### src/rtl/alu8_pkg.sv
package alu8_pkg;
  typedef enum logic [3:0] {
    OP_AND  = 4'd0,  OP_OR   = 4'd1,  OP_XOR  = 4'd2,  OP_ADC  = 4'd3,
    OP_SBC  = 4'd4,  OP_CMPA = 4'd5,  OP_CMPI = 4'd6,  OP_BIT  = 4'd7,
    OP_ASL  = 4'd8,  OP_LSR  = 4'd9,  OP_ROL  = 4'd10, OP_ROR  = 4'd11,
    OP_INC  = 4'd12, OP_DEC  = 4'd13, OP_AXS  = 4'd14, OP_PASS = 4'd15
  } alu_op_e;

  localparam int FL_N = 3;
  localparam int FL_V = 2;
  localparam int FL_Z = 1;
  localparam int FL_C = 0;
endpackage

### src/rtl/alu8_logic.sv
module alu8_logic
  import alu8_pkg::*;
#(
  parameter int WIDTH = 8
) (
  input  alu_op_e          op_i,
  input  logic [WIDTH-1:0] a_i,
  input  logic [WIDTH-1:0] b_i,
  output logic [WIDTH-1:0] res_o
);
  always_comb begin
    unique case (op_i)
      OP_OR:   res_o = a_i | b_i;
      OP_XOR:  res_o = a_i ^ b_i;
      default: res_o = a_i & b_i; // AND and BIT
    endcase
  end
endmodule

### src/rtl/alu8_adder.sv
module alu8_adder #(
  parameter int WIDTH = 8
) (
  input  logic [WIDTH-1:0] x_i,
  input  logic [WIDTH-1:0] y_i,
  input  logic             ci_i,
  output logic [WIDTH-1:0] sum_o,
  output logic             co_o,
  output logic             ovf_o
);
  localparam int MSB = WIDTH - 1;

  logic [WIDTH:0] full;
  assign full  = {1'b0, x_i} + {1'b0, y_i} + {{WIDTH{1'b0}}, ci_i};
  assign sum_o = full[MSB:0];
  assign co_o  = full[WIDTH];
  // signed overflow: like-signed inputs, sum sign differs
  assign ovf_o = (x_i[MSB] == y_i[MSB]) && (sum_o[MSB] != x_i[MSB]);
endmodule

### src/rtl/alu8_shift.sv
module alu8_shift
  import alu8_pkg::*;
#(
  parameter int WIDTH = 8
) (
  input  alu_op_e          op_i,
  input  logic [WIDTH-1:0] b_i,
  input  logic             ci_i,
  output logic [WIDTH-1:0] res_o,
  output logic             co_o
);
  always_comb begin
    unique case (op_i)
      OP_ASL:  {co_o, res_o} = {b_i, 1'b0};
      OP_LSR:  {res_o, co_o} = {1'b0, b_i};
      OP_ROL:  {co_o, res_o} = {b_i, ci_i};
      OP_ROR:  {res_o, co_o} = {ci_i, b_i};
      default: begin
        res_o = b_i;
        co_o  = ci_i;
      end
    endcase
  end
endmodule

### src/rtl/alu8_core.sv
module alu8_core
  import alu8_pkg::*;
#(
  parameter int WIDTH = 8
) (
  input  logic [3:0]       op_i,
  input  logic [WIDTH-1:0] acc_i,
  input  logic [WIDTH-1:0] idx_i,
  input  logic [WIDTH-1:0] opnd_i,
  input  logic [3:0]       flags_i,
  output logic [WIDTH-1:0] result_o,
  output logic [3:0]       flags_o
);
  localparam int MSB = WIDTH - 1;

  alu_op_e op;
  assign op = alu_op_e'(op_i);

  // shared adder operand steering
  logic [WIDTH-1:0] add_x, add_y, add_sum;
  logic             add_ci, add_co, add_ovf;

  always_comb begin
    add_x  = acc_i;
    add_y  = ~opnd_i;        // subtract by default: x + ~y + ci
    add_ci = flags_i[FL_C];
    unique case (op)
      OP_ADC:  add_y = opnd_i;
      OP_CMPA: add_ci = 1'b1;
      OP_CMPI: begin add_x = idx_i;         add_ci = 1'b1; end
      OP_AXS:  begin add_x = acc_i & idx_i; add_ci = 1'b1; end
      OP_INC:  begin add_x = opnd_i; add_y = '0; add_ci = 1'b1; end
      OP_DEC:  begin add_x = opnd_i; add_y = '1; add_ci = 1'b0; end
      default: ;
    endcase
  end

  alu8_adder #(.WIDTH(WIDTH)) adder_i (
    .x_i  (add_x),
    .y_i  (add_y),
    .ci_i (add_ci),
    .sum_o(add_sum),
    .co_o (add_co),
    .ovf_o(add_ovf)
  );

  logic [WIDTH-1:0] log_res;
  alu8_logic #(.WIDTH(WIDTH)) logic_i (
    .op_i (op),
    .a_i  (acc_i),
    .b_i  (opnd_i),
    .res_o(log_res)
  );

  logic [WIDTH-1:0] sh_res;
  logic             sh_co;
  alu8_shift #(.WIDTH(WIDTH)) shift_i (
    .op_i (op),
    .b_i  (opnd_i),
    .ci_i (flags_i[FL_C]),
    .res_o(sh_res),
    .co_o (sh_co)
  );

  // result select and flag merge
  logic             zn_upd;
  logic [WIDTH-1:0] res;
  logic [3:0]       fl;

  always_comb begin
    res    = opnd_i;
    fl     = flags_i;
    zn_upd = 1'b0;
    unique case (op)
      OP_AND, OP_OR, OP_XOR: begin
        res    = log_res;
        zn_upd = 1'b1;
      end
      OP_ADC, OP_SBC: begin
        res      = add_sum;
        fl[FL_C] = add_co;
        fl[FL_V] = add_ovf;
        zn_upd   = 1'b1;
      end
      OP_CMPA, OP_CMPI: begin
        res      = (op == OP_CMPI) ? idx_i : acc_i;
        fl[FL_C] = add_co;
        fl[FL_Z] = (add_sum == '0);
        fl[FL_N] = add_sum[MSB];
      end
      OP_AXS: begin
        res      = add_sum;
        fl[FL_C] = add_co;
        zn_upd   = 1'b1;
      end
      OP_BIT: begin
        res      = acc_i;
        fl[FL_Z] = (log_res == '0);
        fl[FL_N] = opnd_i[MSB];
        fl[FL_V] = opnd_i[MSB-1];
      end
      OP_ASL, OP_LSR, OP_ROL, OP_ROR: begin
        res      = sh_res;
        fl[FL_C] = sh_co;
        zn_upd   = 1'b1;
      end
      OP_INC, OP_DEC: begin
        res    = add_sum;
        zn_upd = 1'b1;
      end
      default: ;
    endcase
    if (zn_upd) begin
      fl[FL_Z] = (res == '0);
      fl[FL_N] = res[MSB];
    end
  end

  assign result_o = res;
  assign flags_o  = fl;
endmodule

### config.mk
export PLATFORM = sky130hd
export DESIGN_NAME = alu8_core
export DESIGN_NICKNAME = d
export VERILOG_FILES = /design/src/rtl/alu8_pkg.sv /design/src/rtl/alu8_logic.sv /design/src/rtl/alu8_adder.sv /design/src/rtl/alu8_shift.sv /design/src/rtl/alu8_core.sv
export SDC_FILE = /design/constraint.sdc
export NUM_CORES = 1
export LEC_CHECK = 0
export BUFFER_PORTS_ARGS = -buffer_cell sky130_fd_sc_hd__buf_4
export CORE_ASPECT_RATIO = 1.2
export CORE_MARGIN = 4
export CORE_UTILIZATION = 40
export DETAILED_ROUTE_END_ITERATION = 8
export PLACE_DENSITY = 0.64
export SKIP_LAST_GASP = 1
export SYNTH_ARGS = -nofsm -noshare
export SYNTH_HDL_FRONTEND = slang
export SYNTH_HIERARCHICAL = 1
export SYNTH_SLANG_ARGS = --single-unit
### constraint.sdc
create_clock -name vclk -period 6.85
set_input_delay 0 -clock vclk [all_inputs]
set_output_delay 0 -clock vclk [all_outputs]
set_load 0.02 [all_outputs]
=== After elaboration in Yosys (flattened, before gate mapping) ===
Index checks and enable logic that the tools add are counted.
Widths: inputs -> output; s select.

* Add/sub/neg operators: 2
* Equality and inequality tests: 16
* Multiplexer cells: 15
* Bitwise gates (word level): 5
* Reductions and logical operators: 16

{| class="wikitable"
|+ Operators by type and width
! cell !! count
|-
| $pmux 8 s3 || 2
|-
| $pmux 8 s5 || 1
|-
| $pmux 8 s4 || 1
|-
| $eq 4x4->1 const B || 7
|-
| $logic_not 8->1 || 3
|-
| $and 8x8->8 || 2
|-
| $eq 4x3->1 const B || 4
|-
| $pmux 8 s2 || 1
|-
| $pmux 1 s2 || 6
|-
| $reduce_or 12->1 || 1
|-
| $reduce_or 2->1 || 5
|-
| $reduce_or 5->1 || 2
|-
| $add 8x8->9 || 1
|-
| $add 9x1->9 || 1
|-
| $eq 4x2->1 const B || 2
|-
| $mux 8 || 1
|-
| $not 8->8 || 1
|-
| $or 8x8->8 || 1
|-
| $reduce_or 4->1 || 2
|-
| $xor 8x8->8 || 1
|-
| $eq 4x1->1 const B || 1
|-
| $logic_not 4->1 || 1
|-
| $mux 1 || 3
|-
| $reduce_or 3->1 || 1
|-
| 3 further kinds || 3
|}

* Bits in registers: 0
* Bits of input ports: 32
* Output and inout bits: 12
* Logic and storage cells: 54

=== Longest topological paths before layout ===
Gate-level depths: netlist of the first run.

* Depth after elaboration: 8
* Mapped depth: 19
* Mapped depth without buffers: 17

=== Modules after synthesis ===
The synthesis of the first run kept the hierarchy.

{| class="wikitable"
|+ By module, submodules not included
! module !! instances !! cells an instance !! area each (um2) !! sequential area each (um2)
|-
| alu8_core || 1 || 228 || 1303.8 || 0.0
|-
| alu8_logic || 1 || 53 || 429.2 || 0.0
|-
| alu8_adder || 1 || 42 || 336.6 || 0.0
|-
| alu8_shift || 1 || 33 || 237.7 || 0.0
|}

=== Worst setup path before layout of the first run ===
Ideal clock, no wire load.

* Path kind: input to output
* From: input op_i[3]
* To: output flags_o[1]
* Arrival time: 4062 ps
* Required time: 6850 ps
* Path slack: 2788 ps
* Cell stages on the path: 18
* Buffers on the path: 4
* Cell sequence: buf_4 buf_2 buf_1 clkbuf_1 nand3_1 o31ai_1 a21oi_1 fa_1 fa_1 a21oi_1 o211ai_1 a21oi_1 xnor2_1 a21oi_1 a211o_1 o211ai_1 or3b_1 o41ai_2

* Elaborated cells on any way between the ends: 37
* Classes of those cells: add/sub: 2; eq/ne: 14; mux: 10; reduce/logical: 11

{| class="wikitable"
|+ RTL lines
! what !! line !! text
|-
| from (decl) || alu8_core.sv:6 || <nowiki>input logic [3:0] op_i,</nowiki>
|-
| $eq 4x3->1 or $eq 4x4->1 (tied branches) || alu8_core.sv:27 || <nowiki>unique case (op)</nowiki>
|-
| $reduce_or 4->1 (no line) || -- ||
|-
| $pmux 1 s2 * || alu8_core.sv:27 ||
|-
| named net add_ci || alu8_core.sv:21 || <nowiki>logic add_ci, add_co, add_ovf;</nowiki>
|-
| $add 9x1->9 * || alu8_adder.sv:14 || <nowiki>assign full = {1'b0, x_i} + {1'b0, y_i} + {{WIDTH{1'b0}}, ci_i};</nowiki>
|-
| named net add_sum[6] || alu8_core.sv:20 || <nowiki>logic [WIDTH-1:0] add_x, add_y, add_sum;</nowiki>
|-
| $pmux 8 s5 * || alu8_core.sv:74 || <nowiki>unique case (op)</nowiki>
|-
| named net result_o[6] || alu8_core.sv:11 || <nowiki>output logic [WIDTH-1:0] result_o,</nowiki>
|-
| $logic_not 8->1 * || alu8_core.sv:114 || <nowiki>fl[FL_Z] = (res == '0);</nowiki>
|-
| $mux 1 * || alu8_core.sv:113 || <nowiki>if (zn_upd) begin</nowiki>
|-
| to (decl) || alu8_core.sv:12 || <nowiki>output logic [3:0] flags_o</nowiki>
|}

Mark *: on every way through the listed nets, which the timed path passes. The rest lies on a longest branch.

=== Worst setup path in the final report of the first run ===
* From: input op_i[3]
* To: output flags_o[1]

* Elaborated cells on any way between the ends: 37
* Classes of those cells: add/sub: 2; eq/ne: 14; mux: 10; reduce/logical: 11

{| class="wikitable"
|+ RTL lines
! what !! line
|-
| $eq 4x4->1 or $eq 4x2->1 (tied branches) || alu8_core.sv:27
|-
| $pmux 8 s3 * || alu8_core.sv:27
|-
| named net add_y[0] || alu8_core.sv:20
|-
| $add 8x8->9 * || alu8_adder.sv:14
|-
| $add 9x1->9 * || alu8_adder.sv:14
|-
| named net add_sum[6] || alu8_core.sv:20
|-
| $pmux 8 s5 or $logic_not 8->1 (tied branches) || alu8_core.sv:74, alu8_core.sv:88
|-
| $logic_not 8->1 or $pmux 1 s2 (tied branches) || alu8_core.sv:114, alu8_core.sv:74
|-
| $mux 1 * || alu8_core.sv:113
|}

Marked as above.

==> metrics, run 1 <==
PwrDens=99.2 mW/mm^2; die width=77.3 um; buffers and inverters on the worst path=3; Mapped Nets=413; crit path DAT=4840 ps; hold path endpoint=flags_o[2]; Setup TNS=0 ps; Placeable Area=0.00563 mm^2; worst path required time=around 6900 ps; Lkg Pwr=1.19 nW; Layout Cells excl Fill=442; delay-heaviest family, CP=simple AND/OR/NAND/NOR gates; DRC viols=0; unrepaired setup endpoints after global routing=no; # Post-CTS Setup Buffers=0; Crit Path Category=input pin to primary output; M1 GR Usage=0.301; cell row count=30; top-area cell type share of the netlist area=0.125; clock share of power=0; slowest CP cell=nor3_2; Max Cap Viol=0; internal power=approximately 0.1 mW; Slew Limit Headroom=0.321; Worst VDD drop=0.0555 mV; Worst setup SP type=input pin; Final min period=4840 ps; Crit Path Max Fanout=43; largest net degree at the start of global routing=54; antenna fix cells=0; Initial DRC Count=around 310; num sequential=0; GR Util met2=0.383; Ys Warns=6; Seq/Total Area, Yosys=0; Cells after Synth=356; Top-Level Pins=44; port buffer count=44; fin crit share=0.706; Multi-input gate area=0.00208 mm^2; FMAX=207 MHz; switching share of power=0.604; final net count=roughly 440; WL/cell=18.2 um; status=completed; Area contributors post-synth=ha_1, nor2_1, a21oi_1, o21ai_0, nand2_1; total number of vias=approximately 2.8k; initial core utilization=0.410; Die Ht=between 90 and 100 um; filler instances=635; Placed Cells=approximately 440; crit path launch=op_i[3]; Final setup violation count=0; Overall Global Routing Usage=0.219; most used cell along the critical path=a21oi_1; WL final=8.06 mm; HP Start=flags_i[2]; Psw=~0.15 mW; Final ANT Viol Nets=0; DRT Pass-1 Iters=5; Reg power frac=0; vias in the first global route=2443; layout cells sized above 1=0.159; global-route wire length before repair=12.9 mm; # clk buffers=0; gpl congestion=0.913; Tot Pwr=0.256 mW; hold buffers post-CTS=0; Cell variety after synth=61; Cell Area, Synth=around 0.0023 mm^2; gr busiest metal=met2; min-delay worst type=input pin to primary output; worst path cell trace=buf_4 > inv_1 > nor3_2 > nor2_1 > nor2_1 > a211oi_1 > fa_1 > fa_1 > a21oi_1 > o211ai_1 > a21oi_1 > xnor2_1 > a21oi_1 > a211o_1 > o211ai_1 > or3b_1 > o41ai_2 > buf_4; storage element area=0 um^2; initial antenna violation count=0; WHS Path Cells=4; grt met3 use=0.00992; Worst path max stage delay=840 ps; final hold violations=0; Slew Viols, Final=0; post-DP HPWL=6.07 mm; Congestion Overflow GR=0; endpoint class of the critical path=primary output; worst slew pin tran=1010 ps; Comb pwr share=1.000; cell accounting for the most synthesized area=ha_1; Die ar.=0.00705 mm^2; P&R area growth vs syn=11.8%; Post-CTS Resized=0; vias per cell=between 6 and 7; syn avg cell area=about 6.5 um^2
## through the flow
step | instance area (um^2) | worst slack (ps) | utilization | hold WS [ps]
final | 2580 | 2010 | 0.458 | 435
after global routing | 2580 | 1600 | 0.458 | 461
after CTS | 2580 | 2090 | 0.458 | 446
after detailed placement | 2580 | 2110 | 0.458 | 445
after global placement | 2580 | 2210 | 0.458 | 452
after floorplan | 2310 | 2790 | - | 248
## worst max path at each step
stage               slack (ps)  cells after the start    endpoint
finish                    2010                     18  flags_o[1]
global route              1600                     18  flags_o[1]
CTS                       2090                     18  flags_o[1]
detailed placement        2110                     17  flags_o[1]
global placement          2210                     18  flags_o[1]
floorplan                 2790                     18  flags_o[1]
## cell type report
class | instances | share of cell area
well taps | 64 | 0.0310
inverters | 24 | 0.0349
multi-input cells | 310 | 0.806
repair buffers | 44 | 0.128
## synth_stat cells, types with 2 or more instances
| cell type | n |
|---|---|
| buf_2 | 2 |
| o21ai_0 | 29 |
| ha_1 | 23 |
| nor3_1 | 6 |
| buf_1 | 2 |
| o2111ai_1 | 2 |
| nor2b_1 | 8 |
| o21bai_1 | 2 |
| inv_1 | 23 |
| a211oi_1 | 9 |
| a221oi_1 | 3 |
| nand2_1 | 36 |
| and4_1 | 2 |
| nor2_1 | 52 |
| mux2i_1 | 9 |
| and3_1 | 2 |
| and2b_1 | 2 |
| buf_6 | 6 |
| nand2b_1 | 2 |
| a21oi_1 | 30 |
| nand4_1 | 3 |
| xnor2_1 | 4 |
| a221o_1 | 11 |
| a31oi_1 | 3 |
| o211ai_1 | 6 |
| o21ai_1 | 4 |
| clkbuf_1 | 10 |
| o31ai_1 | 2 |
| fa_1 | 2 |
| nand3_1 | 10 |
| buf_4 | 2 |
| nor4_1 | 4 |
| a21o_1 | 3 |
| a22oi_1 | 14 |
| or3_1 | 2 |
## per-layer routing
layer / vias up / share of wire
met2: 100 / 0.49
met3: 12 / 0.050
met1: 1319 / 0.44
met4: 0 / 0.017
li1: 1360 / -
met5: - / 0
## placed cells by master (no fill, tap or decap), types with 3 or more instances in the layout
master    instances
nand3_1          10
a21o_1            3
nand2_1          36
o211ai_1          6
a211oi_1          9
a21oi_1          30
buf_4            44
nor2_1           52
a221oi_1          3
a31oi_1           3
ha_1             23
xnor2_1           4
mux2i_1           9
o21ai_1           4
inv_1            23
nand4_1           3
nor4_1            4
nor2b_1           8
nor3_1            6
a22oi_1          14
o21ai_0          29
a221o_1          11
## power groups by stage
stage	clock network [mW]	registers [mW]	logic [mW]
after floorplan	0	0	0.170
after global placement	0	0	0.251
after detailed placement	0	0	0.253
after CTS	0	0	0.254
after global routing	0	0	0.280
final	0	0	0.256
## tightest hold or removal path: cells and delay by family
family | cells | cell delay, ps
buffers and inverters | 2 | 260
AO/OA/AOI/OAI | 2 | 180
## cell families (layout without fill, tap and decap cells)
kind of cell | Yosys count | in the layout | share of synthesized area
buf+inv | 46 | 68 | 0.0987
mux | 12 | 12 | 0.0553
xor+xnor | 5 | 5 | 0.0190
simple gates | 140 | 140 | 0.304
compound gates | 127 | 127 | 0.376
fa+ha+maj | 26 | 26 | 0.146
Power figures use the tool's default switching activity.
==> run 2, diff against run 1 <==
--- a/config.mk
+++ b/config.mk
@@ -10,7 +10,7 @@
 export CORE_MARGIN = 4
 export CORE_UTILIZATION = 40
 export DETAILED_ROUTE_END_ITERATION = 8
-export PLACE_DENSITY = 0.64
+export PLACE_DENSITY = 0.66
 export SKIP_LAST_GASP = 1
 export SYNTH_ARGS = -nofsm -noshare
 export SYNTH_HDL_FRONTEND = slang
==> constraint.sdc (replaced) <==
create_clock -name vclk -period 3.92
set_input_delay 0 -clock vclk [all_inputs]
set_output_delay 0 -clock vclk [all_outputs]
set_load 0.02 [all_outputs]
==> run 2 against run 1 <==
Global-route usage shrank 0.11 points. Critical path depth stayed put. Sequential share of layout area is the same. Worst hold slack got worse by 32 ps. Highest routed layer unchanged. Flip-flop and latch count unchanged. Via count grew 0.64%. Total power up 81%. Wire length fell by 1.2%. Non-clock buffer count rose by 18. Die area unchanged.
==> metrics, run 2 (synthesis results as in run 1) <==
layout cells sized above 1=0.202 (was 0.159); Max Cap Viol=0 (unchanged); antenna fix cells=0 (unchanged); PwrDens=169 mW/mm^2 (was 99.2 mW/mm^2); switching share of power=0.590 (was 0.604); HP Start=flags_i[2] (unchanged); Setup TNS=0 ps (unchanged); fin worst setup slack=271 ps (was 2010 ps); gpl congestion=0.925 (was 0.913); cell row count=30 (unchanged); storage element area=0 um^2 (unchanged); initial core utilization=0.410 (unchanged); Util after Layout=0.487 (was 0.458); global-route wire length before repair=12.9 mm (about the same); worst hold margin=403 ps (was 435 ps); Layout Cells excl Fill=460 (was 442); Multi-input gate area=0.00210 mm^2 (was 0.00208 mm^2); Worst setup SP type=input pin (unchanged); final hold violations=0 (unchanged); total number of vias=2809 (was 2791); Die Ht=91.2 um (unchanged); vias in the first global route=2543 (was 2443); DRC viols=0 (unchanged); Final min period=3650 ps; Crit Path Max Fanout=12 (was 43); most frequent cells in the layout=buf_4, nor2_1, nand2_1 (was nor2_1, buf_4, nand2_1); clock share of power=0 (about the same); unrepaired setup endpoints after global routing=no (unchanged); Comb pwr share=1.000 (about the same); num sequential=0 (unchanged); status=completed (unchanged); Worst VDD drop=0.128 mV (was 0.0555 mV); Lkg Pwr=1.30 nW (was 1.19 nW); # Post-CTS Setup Buffers=0 (unchanged); Placed Cells=460 (was 442); post-DP HPWL=6.28 mm (was 6.07 mm); crit path DAT=3650 ps (was 4840 ps); Crit Path Category=input pin to primary output (unchanged); P&R area growth vs syn=18.9% (was 11.8%); hold path endpoint=flags_o[2] (unchanged); Reg power frac=0 (about the same); die width=77.3 um (unchanged); Initial DRC Count=225 (was 311); FMAX=274 MHz; most common cell after layout, fill and taps aside=buf_4 (was nor2_1); internal power=0.190 mW (was 0.101 mW); port buffer count=44 (unchanged); Final ANT Viol Nets=0 (unchanged); WL/cell=17.3 um (was 18.2 um); WHS Path Cells=4 (unchanged); Top-Level Pins=44 (unchanged); initial antenna violation count=0 (unchanged); Tot Pwr=0.463 mW (was 0.256 mW); vias per cell=6.11 (was 6.31); Post-Place Setup Slack=185 ps (was 2110 ps); Slew Limit Headroom=0.580 (was 0.321); filler instances=596 (was 635); largest net degree at the start of global routing=33 (was 54); Placeable Area=0.00563 mm^2 (unchanged); fin crit share=0.931; Congestion Overflow GR=0 (unchanged); min-delay worst type=input pin to primary output (unchanged); DRT Pass-1 Iters=5 (unchanged); Placed Area=0.00273 mm^2 (was 0.00258 mm^2); Final setup violation count=0 (unchanged); # clk buffers=0 (unchanged); WL final=7.96 mm (was 8.06 mm); Psw=0.273 mW (was 0.155 mW); Slew Viols, Final=0 (unchanged); worst path required time=3920 ps (was 6850 ps); final net count=455 (was 437); Overall Global Routing Usage=0.218 (was 0.219); Finished Cell Area=0.00274 mm^2 (was 0.00258 mm^2); Die ar.=0.00705 mm^2 (unchanged); endpoint class of the critical path=primary output (unchanged); worst slew pin tran=624 ps (was 1010 ps)
run 2: changes by cell type in the layout (fill, tap and decap cells not counted), sizes merged:
cell,previous run,this run
buf,44,62
run 2: cell type report:
class                           count  share of cell area
Inverter                           24              0.0328
Multi-Input combinational cell    310               0.767
Tap cell                           64              0.0292
Timing Repair Buffer               62               0.171
run 2: how the worst max path moves through the flow:
stage | startpoint | to | slack [ps] | cells past startpoint
global route | op_i[2] | flags_o[1] | 50 | 17
floorplan | op_i[3] | flags_o[1] | 9 | 18
global placement | op_i[2] | flags_o[1] | 300 | 17
finish | op_i[3] | flags_o[1] | 270 | 18
CTS | op_i[2] | flags_o[1] | 180 | 17
detailed placement | op_i[2] | flags_o[1] | 180 | 17
run 2: timing repair:
action                                  CTS  global route
endpoints found under the setup margin    0             1
resized for setup                         0             4
hold buffers                              0             0
run 2: worst max-delay path, cell delays in order:
cell and delay (ps):
buf_4 170, inv_1 140, nand2_1 120, nor3_1 60, a22oi_1 160, nand2_1 100
fa_1 480, fa_1 440, a21oi_2 190, o211ai_1 110, a21oi_1 190, xnor2_1 140
a21oi_1 160, a211o_1 110, o211ai_1 90, or3b_1 430, o41ai_4 350, buf_4 190
run 2: power by group through the flow:
stage	Clock, mW	Sequential [mW]	Combinational [mW]
final	0	0	0.463
after CTS	0	0	0.458
after floorplan	0	0	0.301
after global routing	0	0	0.506
after detailed placement	0	0	0.456
after global placement	0	0	0.452
run 2: per-layer routing:
metal	GRT usage	vias to the layer above	share of wire
li1	-	1393	-
met1	0.291	1281	0.43
met2	0.396	122	0.49
met3	0.00992	13	0.062
met4	0.0208	0	0.012
met5	0	-	0
